<file path="src/rtl/rtc_cal_pkg.sv">
`timescale 1ns/1ps
package rtc_cal_pkg;

   localparam int NFLD   = 7;
   localparam int F_SEC  = 0;
   localparam int F_MIN  = 1;
   localparam int F_HOUR = 2;
   localparam int F_WDAY = 3;
   localparam int F_MDAY = 4;
   localparam int F_MON  = 5;
   localparam int F_YEAR = 6;

   localparam logic [2:0] OSC_RUN = 3'b010;

   typedef struct packed {
      logic [5:0] sec;
      logic [5:0] min;
      logic [4:0] hour;
      logic [2:0] wday;
      logic [4:0] mday;
      logic [3:0] mon;
      logic [6:0] year;
   } rtc_time_t;

   function automatic logic [7:0] to_bcd(input logic [6:0] v);
      logic [6:0] tens;
      logic [6:0] units;
      tens  = v / 7'd10;
      units = v % 7'd10;
      return {tens[3:0], units[3:0]};
   endfunction

   function automatic logic [6:0] from_bcd(input logic [7:0] b);
      return 7'(b[7:4]) * 7'd10 + 7'(b[3:0]);
   endfunction

endpackage

</file>
<file path="src/rtl/rtc_cal_next.sv">
`timescale 1ns/1ps
module rtc_cal_next
   import rtc_cal_pkg::*;
#(
   parameter int BASE_YEAR = 2000,
   parameter bit LEAP_FULL = 1'b1
) (
   input  rtc_time_t cur,
   output rtc_time_t nxt
);
   logic [15:0] full_yr;
   logic        leap;
   logic [4:0]  mdays;

   assign full_yr = 16'(BASE_YEAR) + 16'(cur.year);

   generate
      if (LEAP_FULL) begin : g_leap_full
         assign leap = ((full_yr % 16'd4) == 16'd0) &&
                       (((full_yr % 16'd100) != 16'd0) || ((full_yr % 16'd400) == 16'd0));
      end else begin : g_leap_four
         assign leap = (full_yr[1:0] == 2'b00);
      end
   endgenerate

   always_comb begin
      case (cur.mon)
         4'd2:                        mdays = leap ? 5'd29 : 5'd28;
         4'd4, 4'd6, 4'd9, 4'd11:     mdays = 5'd30;
         default:                     mdays = 5'd31;
      endcase
   end

   always_comb begin
      nxt = cur;
      if (cur.sec != 6'd59) begin
         nxt.sec = cur.sec + 6'd1;
      end else begin
         nxt.sec = 6'd0;
         if (cur.min != 6'd59) begin
            nxt.min = cur.min + 6'd1;
         end else begin
            nxt.min = 6'd0;
            if (cur.hour != 5'd23) begin
               nxt.hour = cur.hour + 5'd1;
            end else begin
               nxt.hour = 5'd0;
               nxt.wday = (cur.wday >= 3'd7) ? 3'd1 : cur.wday + 3'd1;
               if (cur.mday < mdays) begin
                  nxt.mday = cur.mday + 5'd1;
               end else begin
                  nxt.mday = 5'd1;
                  if (cur.mon < 4'd12) begin
                     nxt.mon = cur.mon + 4'd1;
                  end else begin
                     nxt.mon  = 4'd1;
                     nxt.year = (cur.year >= 7'd99) ? 7'd0 : cur.year + 7'd1;
                  end
               end
            end
         end
      end
   end
endmodule

</file>
<file path="src/rtl/rtc_cal_fmt.sv">
`timescale 1ns/1ps
module rtc_cal_fmt
   import rtc_cal_pkg::*;
(
   input  rtc_time_t                t,
   input  logic                     bin_mode,
   input  logic                     h24_mode,
   output logic [NFLD-1:0][7:0]     enc
);
   logic [NFLD-1:0][6:0] raw;
   logic [4:0]           hmod;
   logic [4:0]           h12;
   logic                 pm;

   assign pm   = (t.hour >= 5'd12);
   assign hmod = pm ? (t.hour - 5'd12) : t.hour;
   assign h12  = (hmod == 5'd0) ? 5'd12 : hmod;

   always_comb begin
      raw[F_SEC]  = 7'(t.sec);
      raw[F_MIN]  = 7'(t.min);
      raw[F_HOUR] = h24_mode ? 7'(t.hour) : 7'(h12);
      raw[F_WDAY] = 7'(t.wday);
      raw[F_MDAY] = 7'(t.mday);
      raw[F_MON]  = 7'(t.mon);
      raw[F_YEAR] = t.year;
   end

   generate
      for (genvar g = 0; g < NFLD; g++) begin : g_fld
         logic [7:0] conv;
         assign conv = bin_mode ? {1'b0, raw[g]} : to_bcd(raw[g]);
         if (g == F_HOUR) begin : g_hour
            assign enc[g] = {(~h24_mode & pm), conv[6:0]};
         end else begin : g_plain
            assign enc[g] = conv;
         end
      end
   endgenerate
endmodule

</file>
<file path="src/rtl/rtc_cal_seq.sv">
`timescale 1ns/1ps
module rtc_cal_seq #(
   parameter int UPD_DELAY = 8
) (
   input  logic clk,
   input  logic rst_n,
   input  logic tick,
   input  logic run_ok,
   input  logic hold,
   output logic uip,
   output logic commit
);
   localparam int CW = (UPD_DELAY < 2) ? 1 : $clog2(UPD_DELAY);

   typedef enum logic {ST_IDLE, ST_WAIT} seq_st_t;

   seq_st_t        st;
   logic [CW-1:0]  cnt;

   assign uip    = (st == ST_WAIT);
   assign commit = (st == ST_WAIT) && (cnt == '0) && !hold;

   always_ff @(posedge clk) begin
      if (!rst_n) begin
         st  <= ST_IDLE;
         cnt <= '0;
      end else if (hold) begin
         st  <= ST_IDLE;
         cnt <= '0;
      end else begin
         case (st)
            ST_IDLE: if (tick && run_ok) begin
               st  <= ST_WAIT;
               cnt <= CW'(UPD_DELAY - 1);
            end
            default: if (cnt == '0) st <= ST_IDLE;
                     else           cnt <= cnt - 1'b1;
         endcase
      end
   end

   AST_CNT_IDLE_ZERO: assert property (@(posedge clk) disable iff (!rst_n)
      (st == ST_IDLE) |-> (cnt == '0));
endmodule

</file>
<file path="src/rtl/rtc_cal_core.sv">
`timescale 1ns/1ps
module rtc_cal_core
   import rtc_cal_pkg::*;
#(
   parameter int UPD_DELAY = 8,
   parameter int BASE_YEAR = 2000,
   parameter bit LEAP_FULL = 1'b1
) (
   input  logic       clk,
   input  logic       rst_n,
   input  logic       tick_1hz,
   input  logic [2:0] osc_sel,
   input  logic       set_mode,
   input  logic       bin_mode,
   input  logic       h24_mode,
   input  logic       uie,
   input  logic       aie,
   input  logic [7:0] alm_sec,
   input  logic [7:0] alm_min,
   input  logic [7:0] alm_hour,
   input  logic       ld_stb,
   input  logic [7:0] ld_sec,
   input  logic [7:0] ld_min,
   input  logic [7:0] ld_hour,
   input  logic [7:0] ld_wday,
   input  logic [7:0] ld_mday,
   input  logic [7:0] ld_mon,
   input  logic [7:0] ld_year,
   output logic [7:0] out_sec,
   output logic [7:0] out_min,
   output logic [7:0] out_hour,
   output logic [7:0] out_wday,
   output logic [7:0] out_mday,
   output logic [7:0] out_mon,
   output logic [7:0] out_year,
   output logic       uip,
   output logic       uf_stb,
   output logic       af_stb,
   output logic       irq_stb
);
   generate
      if (UPD_DELAY < 1 || UPD_DELAY > 65536) begin : g_bad_delay
         $error("UPD_DELAY out of range");
      end
      if (BASE_YEAR < 0 || BASE_YEAR > 65000) begin : g_bad_base
         $error("BASE_YEAR out of range");
      end
   endgenerate

   rtc_time_t             tq;
   rtc_time_t             tn;
   rtc_time_t             tld;
   logic [NFLD-1:0][7:0]  enc_cur;
   logic [NFLD-1:0][7:0]  enc_nxt;
   logic                  commit;
   logic [2:0]            hit_f;
   logic                  alarm_hit;

   function automatic logic [6:0] dec_fld(input logic [7:0] b, input logic bin);
      return bin ? b[6:0] : from_bcd(b);
   endfunction

   rtc_cal_seq #(.UPD_DELAY(UPD_DELAY)) u_seq (
      .clk    (clk),
      .rst_n  (rst_n),
      .tick   (tick_1hz),
      .run_ok (osc_sel == OSC_RUN),
      .hold   (set_mode),
      .uip    (uip),
      .commit (commit)
   );

   rtc_cal_next #(.BASE_YEAR(BASE_YEAR), .LEAP_FULL(LEAP_FULL)) u_next (
      .cur (tq),
      .nxt (tn)
   );

   rtc_cal_fmt u_fmt_cur (.t(tq), .bin_mode(bin_mode), .h24_mode(h24_mode), .enc(enc_cur));
   rtc_cal_fmt u_fmt_nxt (.t(tn), .bin_mode(bin_mode), .h24_mode(h24_mode), .enc(enc_nxt));

   // load path: decode the active presentation back to binary
   always_comb begin
      logic [6:0] hv;
      logic [4:0] hb;
      tld.sec  = 6'(dec_fld(ld_sec, bin_mode));
      tld.min  = 6'(dec_fld(ld_min, bin_mode));
      tld.wday = 3'(dec_fld(ld_wday, bin_mode));
      tld.mday = 5'(dec_fld(ld_mday, bin_mode));
      tld.mon  = 4'(dec_fld(ld_mon, bin_mode));
      tld.year = dec_fld(ld_year, bin_mode);
      hv = dec_fld({1'b0, ld_hour[6:0]}, bin_mode);
      hb = (hv == 7'd12) ? 5'd0 : 5'(hv);
      if (h24_mode) tld.hour = 5'(dec_fld(ld_hour, bin_mode));
      else          tld.hour = hb + (ld_hour[7] ? 5'd12 : 5'd0);
   end

   assign hit_f[0] = (alm_sec[7:6]  == 2'b11) || (alm_sec  == enc_nxt[F_SEC]);
   assign hit_f[1] = (alm_min[7:6]  == 2'b11) || (alm_min  == enc_nxt[F_MIN]);
   assign hit_f[2] = (alm_hour[7:6] == 2'b11) || (alm_hour == enc_nxt[F_HOUR]);
   assign alarm_hit = &hit_f;

   always_ff @(posedge clk) begin
      if (!rst_n) begin
         tq      <= '{sec: 6'd0, min: 6'd0, hour: 5'd0, wday: 3'd1,
                      mday: 5'd1, mon: 4'd1, year: 7'd0};
         uf_stb  <= 1'b0;
         af_stb  <= 1'b0;
         irq_stb <= 1'b0;
      end else begin
         if (set_mode && ld_stb) tq <= tld;
         else if (commit)        tq <= tn;
         uf_stb  <= commit;
         af_stb  <= commit && aie && alarm_hit;
         irq_stb <= commit && (uie || (aie && alarm_hit));
      end
   end

   assign out_sec  = enc_cur[F_SEC];
   assign out_min  = enc_cur[F_MIN];
   assign out_hour = enc_cur[F_HOUR];
   assign out_wday = enc_cur[F_WDAY];
   assign out_mday = enc_cur[F_MDAY];
   assign out_mon  = enc_cur[F_MON];
   assign out_year = enc_cur[F_YEAR];

   AST_UF_AFTER_UIP: assert property (@(posedge clk) disable iff (!rst_n)
      uf_stb |-> ($past(uip) && !uip));
   AST_UF_SINGLE: assert property (@(posedge clk) disable iff (!rst_n)
      uf_stb |=> !uf_stb);
   AST_OSC_GATE: assert property (@(posedge clk) disable iff (!rst_n)
      (!uip && osc_sel != OSC_RUN) |=> !uip);
   AST_SET_FREEZE: assert property (@(posedge clk) disable iff (!rst_n)
      (set_mode && !ld_stb) |=> ($stable(tq) && !uip));
   AST_FIELD_RANGE: assert property (@(posedge clk) disable iff (!rst_n)
      (tq.sec < 6'd60 && tq.min < 6'd60 && tq.hour < 5'd24));
   AST_DATE_RANGE: assert property (@(posedge clk) disable iff (!rst_n)
      (tq.mday >= 5'd1 && tq.mon >= 4'd1 && tq.mon <= 4'd12 && tq.year <= 7'd99));
   AST_AF_NEEDS_AIE: assert property (@(posedge clk) disable iff (!rst_n)
      af_stb |-> ($past(aie) && uf_stb));
   AST_IRQ_SOURCE: assert property (@(posedge clk) disable iff (!rst_n)
      irq_stb |-> (uf_stb && ($past(uie) || af_stb)));
endmodule

</file>
<file path="config.mk">
export PLATFORM = sky130hd
export DESIGN_NAME = rtc_cal_core
export DESIGN_NICKNAME = d
export VERILOG_FILES = /design/src/rtl/rtc_cal_pkg.sv /design/src/rtl/rtc_cal_next.sv /design/src/rtl/rtc_cal_fmt.sv /design/src/rtl/rtc_cal_seq.sv /design/src/rtl/rtc_cal_core.sv
export SDC_FILE = /design/constraint.sdc
export NUM_CORES = 1
export LEC_CHECK = 0
export BUFFER_PORTS_ARGS = -buffer_cell sky130_fd_sc_hd__buf_2
export CAP_MARGIN = 5
export CORE_ASPECT_RATIO = 1.1
export CORE_MARGIN = 2
export CORE_UTILIZATION = 60
export CTS_BUF_LIST = sky130_fd_sc_hd__clkbuf_8
export DETAILED_ROUTE_END_ITERATION = 16
export GPL_ROUTABILITY_DRIVEN = 0
export PLACE_DENSITY = 0.85
export SYNTH_ARGS = -nofsm -noshare
export SYNTH_HDL_FRONTEND = slang
export SYNTH_HIERARCHICAL = 1
export SYNTH_SLANG_ARGS = --single-unit
</file>
<file path="constraint.sdc">
create_clock -name clk -period 17.9 [get_ports clk]
set_input_delay 0 -clock clk [delete_from_list [all_inputs] [get_ports clk]]
set_output_delay 0 -clock clk [all_outputs]
set_load 0.01 [all_outputs]
</file>
Word level (Yosys, flattened, before mapping):

Cells that the tools add are included.

* bits in registers: 43
* word-level logic and storage cells: 173

* div/mod/pow operators: 22
* reduce and logical (&&, ||, !) cells: 30
* add/sub/neg operators: 20
* magnitude comparators: 6
* multiplexer cells: 49
* equal/unequal tests: 22
* bitwise gates (word level): 4
* $mul: 8

Operators by type and width (number)
* two-way mux 36 bit: 2
* two-way mux 8 bit: 8
* two-way mux 5 bit: 12
* two-way mux 7 bit: 6
* zero test 16 bit: 2
* two-way mux 30 bit: 1
* divider 6 x 4 -> 7 bit, second input constant: 4
* modulo 6 x 4 -> 7 bit, second input constant: 4
* equality test 8 bit: 3
* two-way mux 24 bit: 1
* two-way mux 6 bit: 4
* divider 7 x 4 -> 7 bit, second input constant: 3
* modulo 7 x 4 -> 7 bit, second input constant: 3
* two-way mux 19 bit: 1
* modulo 16 x 7 -> 16 bit, second input constant: 1
* modulo 16 x 9 -> 16 bit, second input constant: 1
* nonzero test 16 bit: 1
* adder 5 x 4 -> 5 bit: 3
* two-way mux 3 bit: 5
* adder 7 x 4 -> 7 bit: 2
* adder 11 x 7 -> 12 bit, first input constant: 1
* adder 6 x 1 -> 6 bit, second input constant: 2
* adder 6 x 4 -> 6 bit: 2
* two-way mux 4 bit: 3
* other kinds (52): 86

Longest topological paths before layout:

Gate-level depths: netlist of the first run.

* depth in word-level cells: 25
* mapped depth: 32
* mapped depth without buffers: 30

Modules after synthesis:

Netlist of the first run, hierarchy kept.

Modules (own cells, without submodules)
* rtc_cal_next: cells each 577, area an instance 3803.6 um^2, times used 1
* rtc_cal_core: cells each 382, area an instance 3377.0 um^2, times used 1
* rtc_cal_fmt (u_fmt_nxt): cells each 315, area an instance 2040.7 um^2, times used 1
* rtc_cal_fmt (u_fmt_cur): cells each 305, area an instance 2006.9 um^2, times used 1
* rtc_cal_seq: cells each 22, area an instance 201.4 um^2, times used 1

Worst setup path before layout of the first run:

No wires, ideal clock.

* path type: flip-flop to flip-flop
* start: register tq[5] (netlist name)
* end: register tq[6] (netlist name)
* stages on the path, launching flop included: 31
* arrival time: 6.483 ns
* setup slack: 11.343 ns
* period minus slack after synthesis: 6.557 ns
* library setup time: 0.074 ns
* cell sequence: dfxtp_1 ha_1 buf_4 inv_1 ha_1 buf_4 clkinv_1 ha_1 or3b_1 mux2_4 o22ai_4 o211ai_2 and3_1 buf_6 o211a_1 buf_6 o311ai_4 nor2_2 o311a_4 a21oi_2 or4_1 mux2i_1 or4b_1 a221oi_2 o22ai_2 buf_2 o31ai_1 mux2i_1 nand2_1 o311ai_0 a31oi_1

RTL lines
* from (decl): line rtc_cal_core.sv:50 `rtc_time_t tq;`
* from (signal assigned): line rtc_cal_core.sv:104 `tq <= '{sec: 6'd0, min: 6'd0, hour: 5'd0, wday: 3'd1,`
* from (signal assigned): line rtc_cal_core.sv:110 `if (set_mode && ld_stb) tq <= tld;`
* from (signal assigned): line rtc_cal_core.sv:111 `else if (commit) tq <= tn;`

==> flow_summary.toml, run 1 <==
[status]
run_status = "finished, final reports clean"

[logic_synthesis]
synth_area_per_cell_um2 = 7.238
synth_area_mm2 = 0.01050
yosys_warnings = 6
synth_cells = 1451

[clock_tree]
clk_transition_reported_paths_ns = 0.10
post-cts-setup-buffers = 0
ctsRootBufferMaster = "sky130_fd_sc_hd__clkbuf_8"
hold_buffers = 8
clock_tree.htree_level_count = 2
ctsLongestPathBuffers = 2
clkSinkCount = 43
cts_inserted_buffers = 5
insertion_delay_ns = 0.32
tritoncts = "done"
ctsResizeCount = 0

[detailed_routing]
final_antenna_net_count = 0
total_routed_length_um = 28920
first_pass_iters = 6
first_iter_violations = 1240
via_per_inst = 6.482
drc = 0
wire_length_per_cell_after_detailed_routing_um = 16.53
num_vias = 11340

[place]
placed_cells_incl_taps = 1731
dp.final_hpwl_um = 21640
port_buffers = 134
placement.setup.worst_slack_ns = 10.16

[worst_setup_path]
critical_path.reg2reg.endpoint = "tq[4]"
number_of_cells_on_the_critical_path = 24
path_max_fanout = 29
reg2reg_depth = 24
crit_required_ns = 18.11
timing.rr.start = "tq[6]"
setup.reg_to_reg.worst_slack_ns = 9.95
timing.critical_path.to_type = "flip-flop"
slowest_stage = "sky130_fd_sc_hd__ha_1"
worstPathBufferInverterCount = 2
critical-path-max-stage-delay_ns = 0.78
critical_path_start = "tq[6]"
crit_path_to = "tq[4]"
timing.setup.critical_path_class = "reg -> reg"
cp_cell_sequence = "inv_1 > ha_1 > buf_4 > ha_1 > nand3b_1 > xnor2_1 > o211ai_1 > a21bo_2 > nor2_1 > o211a_1 > o211ai_2 > o31ai_1 > nor2_1 > or2_2 > a2111oi_2 > o22ai_1 > o221ai_1 > a211oi_1 > o22ai_2 > nor3_1 > a31o_1 > mux2i_1 > nand2_1 > and3_1"
worst-endpoint-arrival_ns = 8.16
critPathLaunchType = "flip-flop"
path_delay_family = "compound AO/OA/AOI/OAI gates"

[timing]
setup-tns-final_ns = 0
fin_hold_viols = 0
timing.final.max_slew_violations = 0
final.period_utilization = 0.4442
skew_ns = 0.01292
count_of_endpoints_failing_setup_in_the_final_report = 0
timing.max_slew.rel_slack = 0.2443
final.min_clock_period_ns = 7.952
tightest_slew_ns = 1.122
post-route-worst-setup-slack_ns = 9.948
max_clock_freq_ghz = 0.1258
rsz0062_at_grt = "no"

[layout]
non_filler_instances = 1750
filler_cell_count = 1473
num-nets-final = 1687
fraction_of_layout_instances_using_a_drive_strength_above_1 = 0.1507
area_growth_pct = 6.934

[die]
core.rowCount = 50
die-height_um = 142.8
die_area_mm2 = 0.01858
chipWidth_um = 130.1
initial_core_util = 0.6149
core_mm2 = 0.01708
io_pins = 152

[global_routing]
first_global_vias = 10200
met3_demand_to_capacity_share_in_global_routing = 0.02810
grt-busiest-layer = "met2"
grt_start_max_net_pins = 97
grt_remaining_overflow = 0
grtUsageMet1 = 0.3753
grt_antenna_before_repair = 3
grt_use_met2 = 0.5293
global_route.usage.total = 0.2973
grt_first_pass_wirelength_um = 46980

[pwr]
net-switching-power_mw = 0.3557
swShare = 0.4960
power_report.internal_total_mw = 0.3613
power_density_mw_per_mm2 = 63.84
power_leakage_nw = 4.566
sequential_group_share_of_total_power = 0.162
vdd_drop_max_uv = 51.76
pwr-share-comb = 0.707
clkPwrFrac = 0.131

[flow_run]
maxCapViolCount = 0

[hold_path]
hold_path.class = "in -> reg"
-- state kept, by name (all words and copies together) (netlist names) --
register,count
tq,36
u_seq/cnt,3
af_stb,1
irq_stb,1
u_seq/uip,1
uf_stb,1
-- placed cells by master (no fill, tap or decap), drive strengths merged, types with 15 or more instances in the layout --
cell,count
a21o,27
xnor2,60
conb,16
dfxtp,43
nand2b,38
a21oi,82
nand2,125
nand3,43
a31oi,21
o211ai,24
nor2b,34
mux2i,47
and3,19
o22ai,19
nor3,29
nand4,17
buf,146
nor3b,15
a211oi,58
xor2,20
ha,75
nor2,94
inv,78
o21ai,92
-- power groups by stage --
stage,logic (mW),registers (mW),clock network (mW)
finish,0.507,0.116,0.0937
global route,0.556,0.118,0.0979
CTS,0.496,0.116,0.0940
detailed placement,0.492,0.118,0
global placement,0.477,0.118,0
floorplan,0.403,0.113,0
-- area by class of cell --
type	count	area (um^2)	area share
multi-input cells	1229	8792	0.7829
flip-flops and latches	43	860.8	0.07665
repair buffers	154	843.3	0.07509
inverters	79	301.5	0.02685
well taps	234	292.8	0.02607
clock buffers	5	68.82	0.006127
clock inverters	3	63.81	0.005682
diodes	3	7.507	0.0006684
-- how the worst min path moves through the flow --
| stage | start | endpoint | slack (ns) | cells after the start |
|---|---|---|---|---|
| 3_3_place_gp | uie | irq_stb | 0.20 | 2 |
| 3_5_place_dp | uie | irq_stb | 0.21 | 2 |
| 4_1_cts | rst_n | tq[11] | 0.01 | 2 |
| 2_1_floorplan | uie | irq_stb | 0.12 | 1 |
| 6_report | ld_min[0] | tq[24] | 0.02 | 3 |
| 5_1_grt | ld_min[0] | tq[24] | 0.02 | 3 |
-- tightest hold or removal path: stages --
cell	delay (ns)
sky130_fd_sc_hd__buf_2	0.10
sky130_fd_sc_hd__nor2_1	0.13
sky130_fd_sc_hd__a211oi_1	0.06
-- routing by layer --
layer / vias to the layer above / part of all wire
met1: 5313 / 0.42
met5: - / 0
met2: 442 / 0.50
met4: 0 / 0.026
li1: 5518 / -
met3: 70 / 0.054
-- per-stage QoR --
step / power [mW] / utilization / hold slack [ns] / instance area (um^2)
after global routing: 0.7720 / 0.6574 / 0.01857 / 11230
final: 0.7170 / 0.6576 / 0.01755 / 11230
after detailed placement: 0.6105 / 0.6447 / 0.2110 / 11010
after global placement: 0.5945 / 0.6447 / 0.2023 / 11010
after floorplan: 0.5160 / - / 0.1169 / 10560
after CTS: 0.7064 / 0.6571 / 0.01488 / 11220
Note: power is estimated with default switching activity, not from simulation.
==> run 2, diff against run 1 <==
==> constraint.sdc (replaced) <==
create_clock -name clk -period 7.96 [get_ports clk]
set_input_delay 0 -clock clk [delete_from_list [all_inputs] [get_ports clk]]
set_output_delay 0 -clock clk [all_outputs]
set_load 0.01 [all_outputs]
==> run 2 against run 1 <==
Die area unchanged. Power increased by 120%. Combinational power increased by 130%. Non-clock buffer count increased by 6. Global-route usage increased by 0.38 points. Routed wire length increased by 0.65%. Sequential share of layout area about the same. Clock-buffer cell count increased by 2. First-iteration DRC count decreased by 6.2%. Worst hold slack got worse by 0.017 ns. Clock power increased by 79%. Sequential power increased by 120%. Largest cell class unchanged.
==> flow_summary.toml, run 2 (synthesis gave the netlist of run 1 again) <==
[clock_tree]
clk_transition_reported_paths_ns = 0.10
clock_tree.htree_level_count = 2
cts_inserted_buffers = 5
clkSinkCount = 43
tritoncts = "done"
insertion_delay_ns = 0.32
ctsRootBufferMaster = "sky130_fd_sc_hd__clkbuf_8"
ctsLongestPathBuffers = 2

[layout]
mostFrequentLayoutCell = "sky130_fd_sc_hd__buf_2"
non_filler_instances = 1757
fraction_of_layout_instances_using_a_drive_strength_above_1 = 0.1540
num-nets-final = 1693
final_design_area_no_fill_mm2 = 0.01126
regMostFlops = "tq"
regArea_um2 = 860.8
largest_registers = "tq: 36 flops, u_seq/cnt: 3 flops"
layout.cells.most_common_list = "133 x sky130_fd_sc_hd__buf_2, 123 x sky130_fd_sc_hd__nand2_1, 91 x sky130_fd_sc_hd__nor2_1"
filler_cell_count = 1473
largest_reg_flops = 36
area_growth_pct = 7.207
multi_input_comb_area_mm2 = 0.008800

[pwr]
swShare = 0.5136
power_leakage_nw = 4.576
sequential_group_share_of_total_power = 0.164
power_report.internal_total_mw = 0.7706
finalPower_mw = 1.584
pwr-share-comb = 0.730
power_density_mw_per_mm2 = 140.7
net-switching-power_mw = 0.8138
vdd_drop_max_uv = 86.55
clkPwrFrac = 0.106

[detailed_routing]
total_routed_length_um = 29110
via_per_inst = 6.526
first_iter_violations = 1163
drc = 0
final_antenna_net_count = 0
num_vias = 11470
wire_length_per_cell_after_detailed_routing_um = 16.57
first_pass_iters = 7

[die]
initial_core_util = 0.6149
die_area_mm2 = 0.01858
core_mm2 = 0.01708
core.rowCount = 50
io_pins = 152
die-height_um = 142.8
chipWidth_um = 130.1

[timing]
skew_ns = 0.009088
max_clock_freq_ghz = 0.1341
count_of_endpoints_failing_setup_in_the_final_report = 0
tightest_slew_ns = 1.130
fin_hold_viols = 0
fin_hold_ws_ns = 0.0009291
timing.max_slew.rel_slack = 0.2437
rsz0062_at_grt = "no"
timing.final.max_slew_violations = 0
final.min_clock_period_ns = 7.460
setup-tns-final_ns = 0
final.period_utilization = 0.9372

[place]
placed_cells_incl_taps = 1736
dp.final_hpwl_um = 21780
port_buffers = 134
detailed_place.area_mm2 = 0.01105

[global_routing]
global_route.usage.total = 0.3011
grt_first_pass_wirelength_um = 47340
grt_antenna_before_repair = 3
grt_start_max_net_pins = 94
grt_remaining_overflow = 0
first_global_vias = 10280

[status]
run_status = "finished, final reports clean"

[worst_setup_path]
crit_required_ns = 8.23
path_max_fanout = 15
timing.setup.critical_path_class = "reg -> reg"
worst-endpoint-arrival_ns = 7.73
slowest_stage = "sky130_fd_sc_hd__dfxtp_1"
timing.critical_path.to_type = "flip-flop"
critical-path-max-stage-delay_ns = 0.63
critPathLaunchType = "flip-flop"

[flow_run]
maxCapViolCount = 0

[hold_path]
hold_path.class = "in -> reg"
-- run 2: cell count changes in the layout (fill, tap and decap cells not counted), sizes merged --
cell,change
buf,+5
bufinv,-2
clkbuf,+2
clkinvlp,+1
diode,+1
dlygate4sd3,+1
inv,-1
-- run 2: routing by layer --
layer	track usage	share of wire	up-vias
met2	0.5238	0.49	483
met1	0.3759	0.41	5355
met4	0.1183	0.034	0
met5	0	0	-
met3	0.03672	0.064	89
li1	-	-	5539
-- run 2: worst paths after layout --
kind | start | to | slack (ns) | depth (start not counted)
max | tq[27] | irq_stb | 0.50 | 30
min reg2reg | u_seq/cnt[1] | u_seq/cnt[1] | 0.49 | 2
max reg2reg | tq[27] | irq_stb | 0.50 | 30
min | ld_min[0] | tq[24] | 0.0009 | 3
-- run 2: repair_timing --
action,in CTS,in global routing
hold buffers,9,0
endpoints found under the setup margin,0,3
resized for setup,0,2
setup buffers,0,0
hold endpoints to repair,8,0
-- run 2: critical path, delay by kind of cell, from the launching register on --
| family | cells | cell delay, ns |
|---|---|---|
| AOI/OAI and AO/OA | 10 | 2.45 |
| DFF | 1 | 0.63 |
| buffers and inverters | 2 | 0.59 |
| adders and majority gates | 4 | 0.93 |
| xor gates and xnor gates | 2 | 0.38 |
| and+or+nand+nor | 12 | 2.42 |
-- run 2: layout make-up --
class                      count  share of cell area
clock buffer                   7            0.008557
tap                          234             0.02600
sequential                    43             0.07645
multi-input combinational   1229              0.7815
antenna                        4           0.0008890
timing repair buffer         160             0.07912
clock inverter                 1           0.0006667
inverter                      79             0.02678
-- run 2: power groups by stage --
stage | registers [mW] | logic (mW) | clock network (mW)
global placement | 0.263 | 1.08 | 0
finish | 0.260 | 1.16 | 0.168
detailed placement | 0.265 | 1.12 | 0
CTS | 0.259 | 1.13 | 0.167
floorplan | 0.253 | 0.907 | 0
global route | 0.264 | 1.27 | 0.173
-- run 2: stage by stage --
stage | utilization | setup WS, ns
2_1_floorplan | - | 1.522
3_3_place_gp | 0.6469 | 0.9521
3_5_place_dp | 0.6469 | 0.7529
4_1_cts | 0.6582 | 0.6389
5_1_grt | 0.6590 | 0.08807
6_report | 0.6593 | 0.5002
==> run 3, diff against run 2 <==
--- a/config.mk
+++ b/config.mk
@@ -9,11 +9,11 @@
 export CAP_MARGIN = 5
 export CORE_ASPECT_RATIO = 1.1
 export CORE_MARGIN = 2
-export CORE_UTILIZATION = 60
+export CORE_UTILIZATION = 32
 export CTS_BUF_LIST = sky130_fd_sc_hd__clkbuf_8
 export DETAILED_ROUTE_END_ITERATION = 16
 export GPL_ROUTABILITY_DRIVEN = 0
-export PLACE_DENSITY = 0.85
+export PLACE_DENSITY = 0.51
 export SYNTH_ARGS = -nofsm -noshare
 export SYNTH_HDL_FRONTEND = slang
 export SYNTH_HIERARCHICAL = 1
==> run 3 against run 2 <==
Worst setup slack improved by 0.10 ns. Flip-flop and latch count did not move. Combinational power barely moved. Fmax rose by 1.4%. Power rose by 2.1%. Cell count rose by 11%. First-iteration DRC count fell by 38%. Critical path type unchanged.
==> flow_summary.toml, run 3 (synthesis gave the netlist of run 1 again) <==
[layout]
largest_reg_flops = 36
area_growth_pct = 10.48
fraction_of_layout_instances_using_a_drive_strength_above_1 = 0.1613
postLayoutCoreUtil = 0.3594
num-nets-final = 1705
final_design_area_no_fill_mm2 = 0.01160
mostFrequentLayoutCell = "sky130_fd_sc_hd__buf_2"
largest_registers = "tq: 36 flops, u_seq/cnt: 3 flops"
regMostFlops = "tq"
layout.cells.most_common_list = "133 x sky130_fd_sc_hd__buf_2, 123 x sky130_fd_sc_hd__nand2_1, 91 x sky130_fd_sc_hd__nor2_1"

[pwr]
power_density_mw_per_mm2 = 139.4
finalPower_mw = 1.618
power_leakage_nw = 4.646
vdd_drop_max_uv = 76.15

[clock_tree]
ctsRootBufferMaster = "sky130_fd_sc_hd__clkbuf_8"
clkSinkCount = 43
clk_transition_reported_paths_ns = 0.10
cts_inserted_buffers = 5
ctsLongestPathBuffers = 2
clock_tree.htree_level_count = 2
insertion_delay_ns = 0.32
tritoncts = "done"
post-cts-setup-buffers = 0

[detailed_routing]
final_antenna_net_count = 0
total_routed_length_um = 32460
wire_length_per_cell_after_detailed_routing_um = 16.57
via_per_inst = 5.660
first_iter_violations = 723
routed.top_layer = "met5"
routedLengthMet1_um = 14990
num_vias = 11090
met3_length_um = 1279
detailroute.wirelength.met2_um = 15570
first_pass_iters = 6
drc = 0

[global_routing]
first_global_vias = 10540
grt_remaining_overflow = 0
grt_antenna_before_repair = 4
global_route.usage.total = 0.1851
grt_start_max_net_pins = 66
grt_first_pass_wirelength_um = 53430

[timing]
fin_hold_viols = 0
timing.final.max_slew_violations = 0
max_clock_freq_ghz = 0.1359
post-route-worst-setup-slack_ns = 0.6033
count_of_endpoints_failing_setup_in_the_final_report = 0
tightest_slew_ns = 0.9807
skew_ns = 0.02359
final.period_utilization = 0.9242
rsz0062_at_grt = "no"
setup-tns-final_ns = 0
final.min_clock_period_ns = 7.357
timing.max_slew.rel_slack = 0.3455

[worst_setup_path]
timing.setup.critical_path_class = "reg -> reg"
path_max_fanout = 12
crit_required_ns = 8.23
critical-path-max-stage-delay_ns = 0.55
slowest_stage = "sky130_fd_sc_hd__dlygate4sd3_1"
worst-endpoint-arrival_ns = 7.62
timing.critical_path.to_type = "flip-flop"
timing.rr.start = "tq[30]"
critical_path_start = "tq[30]"
critPathLaunchType = "flip-flop"
cpMostUsedCell = "sky130_fd_sc_hd__ha_1"

[place]
detailed_place.area_mm2 = 0.01136
dp.final_hpwl_um = 24970
placement.setup.worst_slack_ns = 0.9976
port_buffers = 134

[die]
die-height_um = 194.0
die_area_mm2 = 0.03429
chipWidth_um = 176.7
core.rowCount = 69
core_mm2 = 0.03229
initial_core_util = 0.3253
io_pins = 152

[flow_run]
maxCapViolCount = 0

[status]
run_status = "finished, final reports clean"

[hold_path]
hold_path.class = "in -> reg"
worstHoldStart = "osc_sel[2]"
run 3: changes by cell type in the layout (fill, tap and decap cells not counted), sizes merged:
cell         previous run  this run
clkbuf                  7         6
inv                    77        78
bufinv                  0         1
buf                   151       161
dlygate4sd3             9        11
diode                   4         2
clkinvlp                1         0
run 3: path summary, 6_finish.rpt:
| kind | endpoint | slack, ns | depth (start not counted) |
|---|---|---|---|
| max | irq_stb | 0.60 | 31 |
| min | u_seq/cnt[2] | 0.007 | 4 |
| max reg2reg | irq_stb | 0.60 | 31 |
| min reg2reg | u_seq/cnt[1] | 0.50 | 2 |
run 3: final cells by class:
type,count,area [um^2]
sequential,43,864.6
fill,3522,20680
clock buffer,6,82.58
clock inverter,2,38.79
multi-input combinational,1229,8792
timing repair buffer,172,985.9
tap,426,533.0
inverter,79,301.5
antenna,2,5.005
run 3: timing repair:
action | CTS | global route
resized for setup | 0 | 3
hold buffers | 11 | 0
endpoints found under the hold margin | 10 | 0
endpoints found under the setup margin | 0 | 1
run 3: through the flow:
| stage | std cells | hold slack (ns) |
|---|---|---|
| after floorplan | 1465 | 0.1169 |
| after global placement | 1938 | 0.2360 |
| after detailed placement | 1938 | 0.2414 |
| after CTS | 1957 | 0.0001105 |
| after global routing | 1957 | 0.008409 |
| final | 1959 | 0.007433 |
run 3: metal layers:
| layer | vias to the layer above | track usage |
|---|---|---|
| li1 | 5559 | - |
| met1 | 5270 | 0.2425 |
| met2 | 225 | 0.3234 |
| met3 | 31 | 0.02118 |
| met4 | 2 | 0.04040 |
| met5 | - | 0 |
run 3: where the power goes:
part | total [mW] | internal (mW) | switching [mW]
clock | 0.197 | 0.104 | 0.0930
combinational | 1.16 | 0.467 | 0.693
sequential | 0.261 | 0.228 | 0.0329
total | 1.62 | 0.799 | 0.818
run 3: worst max-delay path: cells and delay by family (launching register included):
kind	cells	cell delay (ns)
buffers and inverters	3	0.80
adder cells (fa/ha/maj)	5	1.19
AO/OA/AOI/OAI	10	2.57
flip-flops	1	0.50
AND/OR/NAND/NOR	12	2.14
XOR/XNOR	1	0.14
